$ cat config.mk
export PLATFORM = sky130hd
export DESIGN_NAME = beat_ack_seq
export DESIGN_NICKNAME = d
export VERILOG_FILES = /design/src/rtl/bas_pkg.sv /design/src/rtl/bas_xfer_ctl.sv /design/src/rtl/bas_stall_wd.sv /design/src/rtl/bas_lane_parity.sv /design/src/rtl/beat_ack_seq.sv
export SDC_FILE = /design/constraint.sdc
export NUM_CORES = 1
export LEC_CHECK = 0
export BUFFER_PORTS_ARGS = -buffer_cell sky130_fd_sc_hd__buf_2
export CAP_MARGIN = 20
export CORE_AREA = 2 2 77 79
export DETAILED_ROUTE_END_ITERATION = 10
export DIE_AREA = 0 0 79 81
export PLACE_DENSITY = 0.87
export RECOVER_POWER = 50
export SLEW_MARGIN = 20
export SYNTH_ARGS = -nofsm -noshare
export SYNTH_HDL_FRONTEND = slang
export SYNTH_HIERARCHICAL = 1
export SYNTH_SLANG_ARGS = --single-unit
$ cat constraint.sdc
create_clock -name clk -period 3.97 [get_ports clk]
set_input_delay 0.397 -clock clk [delete_from_list [all_inputs] [get_ports clk]]
set_output_delay 0.397 -clock clk [all_outputs]
set_load 0.1 [all_outputs]
$ cat src/rtl/bas_pkg.sv
`timescale 1ns/1ps
package bas_pkg;

    typedef enum logic [1:0] {
        XK_SINGLE = 2'b00,
        XK_DWORD  = 2'b01,
        XK_BURST  = 2'b10,
        XK_RSVD   = 2'b11
    } xfer_kind_e;

    typedef enum logic [1:0] {
        PW_FULL    = 2'b00,
        PW_HALF    = 2'b01,
        PW_QUARTER = 2'b10,
        PW_EIGHTH  = 2'b11
    } port_width_e;

    // log2 of the number of bus words in a burst
    localparam int BURST_WORDS_LOG = 3;
    // largest beat count: burst on the narrowest port
    localparam int MAX_BEATS       = (1 << BURST_WORDS_LOG) << 3;
    localparam int BEAT_CNT_W      = $clog2(MAX_BEATS) + 1;

    typedef struct packed {
        logic [BEAT_CNT_W-1:0] beats;
        logic                  ack_each;
    } xfer_plan_t;

    typedef struct packed {
        logic                  active;
        logic                  ack_each;
        logic [BEAT_CNT_W-1:0] remain;
    } seq_state_t;

    // beats = words << (port narrowing); acknowledge every beat only for a full-width burst
    function automatic xfer_plan_t plan_xfer(xfer_kind_e k, port_width_e w);
        xfer_plan_t p;
        int         words_log;
        case (k)
            XK_DWORD: words_log = 1;
            XK_BURST: words_log = BURST_WORDS_LOG;
            default:  words_log = 0;
        endcase
        p.beats    = BEAT_CNT_W'(1) << (words_log + int'(w));
        p.ack_each = (k == XK_BURST) && (w == PW_FULL);
        return p;
    endfunction

    // parity bit that makes the 9-bit group odd
    function automatic logic odd_fill(logic [7:0] b);
        return ~^b;
    endfunction

endpackage

$ cat src/rtl/bas_xfer_ctl.sv
`timescale 1ns/1ps
module bas_xfer_ctl
    import bas_pkg::*;
(
    input  logic       clk,
    input  logic       rst,
    input  logic       req_valid,
    input  logic [1:0] req_kind,
    input  logic [1:0] port_width,
    input  logic       dev_ready,
    input  logic       timeout,
    output logic       busy,
    output logic       beat_vld,
    output logic       xfer_ack
);

    seq_state_t st, st_nxt;
    xfer_plan_t plan;
    logic       last_beat;

    always_comb begin
        plan      = plan_xfer(xfer_kind_e'(req_kind), port_width_e'(port_width));
        last_beat = (st.remain == BEAT_CNT_W'(1));
        busy      = st.active;
        beat_vld  = st.active && dev_ready;
        xfer_ack  = beat_vld && (st.ack_each || last_beat);
    end

    always_comb begin
        st_nxt = st;
        if (!st.active) begin
            if (req_valid) begin
                st_nxt.active   = 1'b1;
                st_nxt.remain   = plan.beats;
                st_nxt.ack_each = plan.ack_each;
            end
        end else if (timeout) begin
            st_nxt = '0;
        end else if (dev_ready) begin
            st_nxt.remain = st.remain - BEAT_CNT_W'(1);
            if (last_beat) begin
                st_nxt = '0;
            end
        end
    end

    always_ff @(posedge clk) begin
        if (rst) begin
            st <= '0;
        end else begin
            st <= st_nxt;
        end
    end


    step_down_chk: assert property (@(posedge clk) disable iff (rst)
        (st.active && !timeout && dev_ready && st.remain > BEAT_CNT_W'(1))
        |=> (st.active && st.remain == $past(st.remain) - BEAT_CNT_W'(1)));


    no_reload_chk: assert property (@(posedge clk) disable iff (rst)
        (st.active && req_valid) |=> (st.remain <= $past(st.remain)));


    done_idle_chk: assert property (@(posedge clk) disable iff (rst)
        (st.active && dev_ready && last_beat) |=> !st.active);

endmodule

$ cat src/rtl/bas_stall_wd.sv
`timescale 1ns/1ps
module bas_stall_wd #(
    parameter int WD_W = 8
) (
    input  logic            clk,
    input  logic            rst,
    input  logic            active,
    input  logic            dev_ready,
    input  logic [WD_W-1:0] limit,
    output logic            expire
);

    logic [WD_W-1:0] stall_cnt;

    always_comb begin
        expire = active && !dev_ready && (limit != '0)
                 && (stall_cnt >= limit - WD_W'(1));
    end

    always_ff @(posedge clk) begin
        if (rst || !active || dev_ready || expire) begin
            stall_cnt <= '0;
        end else begin
            stall_cnt <= stall_cnt + WD_W'(1);
        end
    end


    cnt_bound_chk: assert property (@(posedge clk) disable iff (rst)
        (limit != '0 && $stable(limit)) |-> (stall_cnt < limit));


    restart_chk: assert property (@(posedge clk) disable iff (rst)
        expire |=> (stall_cnt == '0));

endmodule

$ cat src/rtl/bas_lane_parity.sv
`timescale 1ns/1ps
module bas_lane_parity
    import bas_pkg::*;
#(
    parameter int LANES = 8
) (
    input  logic               clk,
    input  logic               rst,
    input  logic [LANES*8-1:0] wr_data,
    output logic [LANES-1:0]   wr_par,
    input  logic [LANES*8-1:0] rd_data,
    input  logic [LANES-1:0]   rd_par,
    input  logic               rd_chk,
    input  logic               perr_clr,
    output logic               perr_sticky
);

    logic [LANES-1:0] lane_bad;
    logic             any_bad;

    for (genvar i = 0; i < LANES; i++) begin : g_lane
        assign wr_par[i]   = odd_fill(wr_data[8*i +: 8]);
        assign lane_bad[i] = ~^{rd_par[i], rd_data[8*i +: 8]};
    end

    assign any_bad = rd_chk && (|lane_bad);

    always_ff @(posedge clk) begin
        if (rst) begin
            perr_sticky <= 1'b0;
        end else if (any_bad) begin
            perr_sticky <= 1'b1;
        end else if (perr_clr) begin
            perr_sticky <= 1'b0;
        end
    end


    flag_set_chk: assert property (@(posedge clk) disable iff (rst)
        any_bad |=> perr_sticky);


    flag_hold_chk: assert property (@(posedge clk) disable iff (rst)
        (perr_sticky && !any_bad && !perr_clr) |=> perr_sticky);

endmodule

$ cat src/rtl/beat_ack_seq.sv
`timescale 1ns/1ps
module beat_ack_seq
    import bas_pkg::*;
#(
    parameter int DATA_W = 64,
    parameter int WD_W   = 8
) (
    input  logic                clk,
    input  logic                rst,
    input  logic                req_valid,
    input  logic [1:0]          req_kind,
    input  logic [1:0]          port_width,
    input  logic                dev_ready,
    input  logic [WD_W-1:0]     wd_limit,
    output logic                busy,
    output logic                beat_vld,
    output logic                xfer_ack,
    output logic                xfer_err,
    input  logic [DATA_W-1:0]   wr_data,
    output logic [DATA_W/8-1:0] wr_par,
    input  logic [DATA_W-1:0]   rd_data,
    input  logic [DATA_W/8-1:0] rd_par,
    input  logic                rd_chk,
    input  logic                perr_clr,
    output logic                perr_sticky
);

    localparam int LANES = DATA_W / 8;

    logic timeout;

    bas_xfer_ctl u_ctl (
        .clk        (clk),
        .rst        (rst),
        .req_valid  (req_valid),
        .req_kind   (req_kind),
        .port_width (port_width),
        .dev_ready  (dev_ready),
        .timeout    (timeout),
        .busy       (busy),
        .beat_vld   (beat_vld),
        .xfer_ack   (xfer_ack)
    );

    bas_stall_wd #(.WD_W(WD_W)) u_wd (
        .clk       (clk),
        .rst       (rst),
        .active    (busy),
        .dev_ready (dev_ready),
        .limit     (wd_limit),
        .expire    (timeout)
    );

    assign xfer_err = timeout;

    bas_lane_parity #(.LANES(LANES)) u_par (
        .clk         (clk),
        .rst         (rst),
        .wr_data     (wr_data),
        .wr_par      (wr_par),
        .rd_data     (rd_data),
        .rd_par      (rd_par),
        .rd_chk      (rd_chk),
        .perr_clr    (perr_clr),
        .perr_sticky (perr_sticky)
    );


    err_ack_excl_chk: assert property (@(posedge clk) disable iff (rst)
        !(xfer_err && xfer_ack));


    vld_in_busy_chk: assert property (@(posedge clk) disable iff (rst)
        beat_vld |-> busy);


    err_ends_chk: assert property (@(posedge clk) disable iff (rst)
        xfer_err |=> !busy);

endmodule

After elaboration in Yosys (flattened, before gate mapping)
Cells that the tools add are included.
Storage, ports and cells
  register bits after elaboration: 18
  latch bits: 0
  memory bits (writable): 0
  memory bits (read-only): 0
  input bits: 154
  output and inout bits: 13
  logic and storage cells: 60
  memories: 0
Cells by class
  add/sub/neg operators: 4
  multipliers: 0
  div/mod/pow operators: 0
  $lt $le $gt $ge: 1
  eq/ne operators: 5
  shifts and indexed selects: 1
  mux-type cells: 8
  bitwise operators: 0
  reduce and logical (&&, ||, !) cells: 36
Operators with widths (count)
  XNOR reduction 9 bit: 8
  XNOR reduction 8 bit: 8
  two-way mux 9 bit: 5
  left shift 1 x 32 -> 7 bit, first input constant: 1
  adder 8 x 1 -> 8 bit, second input constant: 1
  greater-or-equal comparator 8 bit: 1
  nonzero test 8 bit: 1
  OR reduction 8 bit: 1
  subtractor 8 x 1 -> 8 bit, second input constant: 1
  == test 7 x 1 -> 1 bit, second input constant: 1
  logical AND 1 bit: 7
  subtractor 7 x 1 -> 7 bit, second input constant: 1
  inequality test 3 x 2 -> 1 bit, second input constant: 2
  logical OR 1 bit: 4
  one-hot mux 2 bit (2 select lines): 1
  nonzero test 2 bit: 2
  adder 2 x 2 -> 3 bit: 1
  AND reduction 3 bit: 1
  == test 2 x 1 -> 1 bit, second input constant: 1
  == test 2 bit, second input constant: 1
  logical NOT 1 bit: 2
  logical NOT 2 bit: 1
  two-way mux 1 bit: 2
  AND reduction 2 bit: 1

Logic depth before layout (Yosys ltp)
  depth after elaboration: 6
  depth in mapped cells: 15
  gate-level depth less buffers: 13

By module
The synthesis kept the hierarchy.
Modules (own cells, without submodules)
  bas_lane_parity: instances 1, cells each 121, area each 1142.3 um^2, seq. area each 20.0 um^2
  bas_xfer_ctl: instances 1, cells each 83, area each 706.9 um^2, seq. area each 180.2 um^2
  bas_stall_wd: instances 1, cells each 75, area each 705.7 um^2, seq. area each 160.2 um^2

Least setup slack after synthesis
OpenSTA, ideal clock, no wires.
  kind: input to register
  start: input wd_limit[2]
  end: register u_ctl/st[1] (netlist bit)
  library setup time: 0.129 ns
  arrival: 3.232 ns
  required time: 3.841 ns
  slack: 0.609 ns
  stages: 15
  buffers on the path: 2
  cells stage by stage: nor2_1 > nand3_1 > nor4_1 > xnor2_1 > ha_1 > nand2_1 > nor3_1 > and4_1 > buf_2 > a31o_2 > o21ai_0 > and2_1 > buf_6 > a221oi_1 > nor2_1
Between the ends
  longest elaborated chain between the ends: 5
  elaborated cells on any way between the ends: 9
  those cells by class: add/sub (1); order compare (1); eq/ne (1); mux (2); reduce/logical (4)
Ends and longest elaborated chain
  start, declared: RTL line beat_ack_seq.sv:14  | input logic [WD_W-1:0] wd_limit,
  subtractor 8 x 1 -> 8 bit or nonzero test 8 bit (tied branches): RTL line bas_stall_wd.sv:17, bas_stall_wd.sv:16
  greater-or-equal comparator 8 bit or logical AND 1 bit (tied branches): RTL line bas_stall_wd.sv:17, bas_stall_wd.sv:16
  logical AND 1 bit (*): RTL line bas_stall_wd.sv:17  | && (stall_cnt >= limit - WD_W'(1));
  net xfer_err: RTL line beat_ack_seq.sv:18  | output logic xfer_err,
  inequality test 3 x 2 -> 1 bit (no line) or two-way mux 9 bit (tied branches)
  AND reduction 2 bit (no line) or two-way mux 9 bit (tied branches)
  end signal, assigned: RTL line bas_xfer_ctl.sv:51  | st <= st_nxt;
  end, declared: RTL line bas_xfer_ctl.sv:17  | seq_state_t st, st_nxt;
The timed path passes the listed nets; every way through them passes the cells marked *.
A chain may end at the register's enable or synchronous reset.

Final worst setup path
  start: input wd_limit[2]
  end: output xfer_err
Between the ends
  longest elaborated chain between the ends: 3
  elaborated cells on any way between the ends: 5
  those cells by class: add/sub (1); order compare (1); reduce/logical (3)
Ends and longest elaborated chain (RTL line)
  subtractor 8 x 1 -> 8 bit or nonzero test 8 bit (tied branches): bas_stall_wd.sv:17, bas_stall_wd.sv:16
  greater-or-equal comparator 8 bit or logical AND 1 bit (tied branches): bas_stall_wd.sv:17, bas_stall_wd.sv:16
  logical AND 1 bit (*): bas_stall_wd.sv:17
  end, declared: beat_ack_seq.sv:18
Mark *: on every way between the ends. The rest lies on a longest branch, timed or not.

==> metrics <==
status=completed; Root Driver=clkbuf_8; Post-Syn Instances=between 200 and 300; NetSw=0.543 mW; Clock power frac=0.139; FMAX=about 320 MHz; multi-input logic area=around 2100 sq um; DR DRC count=0; cell taking the most area after synthesis=xnor2_1; drt total wl=6330 microns; Post-CTS Setup Bufs=0; Starting Density=0.450; fin util=0.614; ys flop type=dfxtp_1; total power=1.08 mW; Slew @ Worst Pin=1.19 ns; worst flop-to-flop path endpoint=u_ctl/st[7]; reg-to-reg slack, setup=between 1 and 1.5 ns; initial antenna violation count=0; Crit Path Category=in2out; Max transition margin=0.207; Core Rows=28; CTS tree=yes; fin crit share=0.794; gr usage total=0.200; die area=between 6000 and 7000 sq um; die height=81 microns; combinational power share=0.673; Critical R2R Launch=u_wd/stall_cnt[0]; synth warn=6; CP dominant cell by count=buf_2; Resize count post-CTS=0; clock latency on the worst-skew pair=0.26 ns; Routed wire per std cell=12.1 microns; FF/Latch Area=360 sq um; Layout Skew=~0.006 ns; pin count of the biggest net entering global routing=14; Placed Cells=517; WP data required=3.57 ns; CP max stage cell=buf_2; count of different cell masters after synthesis=between 50 and 60; Internal Power=0.540 mW; crit end category=primary output; Setup Total Neg Slack=0 ns; final setup vio count=0; top cell type's share of synthesized area=0.353; RSZ-0062 raised after global routing=no; total gr overflow=0; # nets final=around 620; count of flip-flops with a built-in enable after synthesis=0; WL met3=369 microns; Layout Area Growth over Synthesis=36.4%; delay-heaviest family, CP=simple AND/OR/NAND/NOR gates; Worst Hold Depth=2; CP Buf/Inv Count=3; sequential share of power=0.188; Avg Inst Size Synth=9.16 sq um; num ports=167; Highest Signal Layer=met4; Pre-antenna DRT Iters=4; sequential fraction of the synthesis area=0.141; non-filler cells, final=521; Hold Path Origin=rd_chk; Fin. Hold Viols=0; switching portion of total power=0.501; Cell Area, Synth=2550 sq um; max-slew violation count=0; CORE AREA=approximately 5700 sq um; first-pass GRT wire length=10500 microns; Critical Path Max Stage Delay=roughly 0.45 ns; share of layout cells above drive strength 1=0.397; n_diodes=0; hold endpoint=u_par/perr_sticky; P per Cell Area=a little over 300 nW/um^2; clock slew at reported path FFs=roughly 0.070 ns; ranking of synthesized cells by area=xnor2_1 (35%), dfxtp_1 (14%), ha_1 (7.8%), xor2_1 (6.5%), xnor3_1 (4.4%); Yosys reg bits=18; Pleak=around 1.5 nW; Final Wtd Congestion=0.852; number of global-route vias before repair=~2600; MaxCap Viol Count=0; hold buffers post-CTS=0; DP Wirelength=5700 microns; reg2reg path depth=11; metal1 wirelength=2360 microns; crit-path max FO=9; routed via count=2509; fillers=496; Critical Path Source Type=input pin; Hold Crit Class=in2reg; htree depth=1; Period minus WS final=3.15 ns; Detail Route Antenna Nets=0; via/cell ratio=4.82; Syn Nets=450; CTS buffer count=3; VDD IR-drop max=0.000262 V; CTS max path bufs=2; Arrival @ worst endpoint=2.75 ns; Async S/R FF share, synth=0; Initial DRC Count=76; met2 WL=3440 microns; worst path cell trace=buf_2 > nor2_1 > nand3_1 > nor4_1 > xnor2_1 > ha_1 > nand2_1 > nor3_1 > and4_1 > buf_4 > a31o_2 > buf_2; clk sinks=18; Die W=79 microns; Buffers on Ports=~170
[layout by cell type, fill, tap and decap left out, types with 2 or more instances in the layout]
cell	instances
buf_2	154
xnor2_1	103
xor2_1	19
dfxtp_1	18
nor2_1	16
ha_1	16
clkbuf_1	12
inv_1	12
nor3_1	10
nand2_1	9
nand3_1	6
a21oi_1	5
xnor3_1	5
nor3_2	5
clkbuf_8	4
nand2b_1	3
nor2b_1	3
a221oi_1	3
nor3b_2	2
o21ai_0	2
nor3b_1	2
a31oi_1	2
nand4_1	2
a21boi_0	2
o21ai_1	2
a211oi_1	2
nor4_1	2
[cell type report]
cell class | count | area share
flip-flops and latches | 18 | 0.103
well taps | 75 | 0.0269
repair buffers | 167 | 0.236
inverters | 12 | 0.0129
multi-input cells | 245 | 0.605
clock buffers | 4 | 0.0158
[routing by layer]
metal	global-route usage	up-vias
met1	0.212	1119
li1	-	1277
met4	0.0569	0
met5	0	-
met3	0.0378	17
met2	0.398	96
[synthesized netlist by cell type, types with 5 or more instances]
cell / number
nand3_1: 6
nor3_1: 8
dfxtp_1: 18
nand2_1: 9
xor2_1: 19
nor3_2: 7
xnor2_1: 103
a21oi_1: 5
xnor3_1: 5
ha_1: 16
nor2_1: 16
inv_1: 12
[registers in the layout, summed over array words and instances (netlist names)]
| register | flops |
|---|---|
| u_ctl/busy | 1 |
| u_ctl/st | 8 |
| u_par/perr_sticky | 1 |
| u_wd/stall_cnt | 8 |
[logic make-up after synthesis]
family,Yosys count,synth area share
flops,18,0.141
fa+ha+maj,17,0.0862
xor+xnor,128,0.472
buf+inv,16,0.0274
simple gates,71,0.178
compound gates,29,0.0960
[how the worst max path moves through the flow]
stage | startpoint | to | slack, ns | cells after the start
6_report | wd_limit[2] | xfer_err | 0.82 | 12
4_1_cts | wd_limit[2] | xfer_err | 0.82 | 12
3_5_place_dp | wd_limit[2] | u_ctl/st[1] | 0.72 | 15
3_3_place_gp | wd_limit[2] | u_ctl/st[1] | 0.88 | 15
5_1_grt | wd_limit[2] | xfer_err | 0.64 | 12
2_1_floorplan | wd_limit[2] | u_ctl/st[1] | 0.61 | 15
[power by group through the flow]
stage	Clock [mW]	Combinational (mW)	Sequential, mW
5_1_grt	0.164	0.778	0.205
6_report	0.150	0.729	0.204
4_1_cts	0.154	0.748	0.204
3_3_place_gp	0	0.730	0.207
3_5_place_dp	0	0.747	0.208
2_1_floorplan	0	0.573	0.216
[through the flow]
step / setup slack (ns) / area [sq um] / hold WS (ns)
floorplan: 0.609 / 2550 / 0.459
global placement: 0.884 / 3460 / 0.448
detailed placement: 0.723 / 3460 / 0.474
CTS: 0.817 / 3520 / 0.397
global route: 0.645 / 3490 / 0.389
finish: 0.819 / 3490 / 0.399
Power figures use the tool's default switching activity.
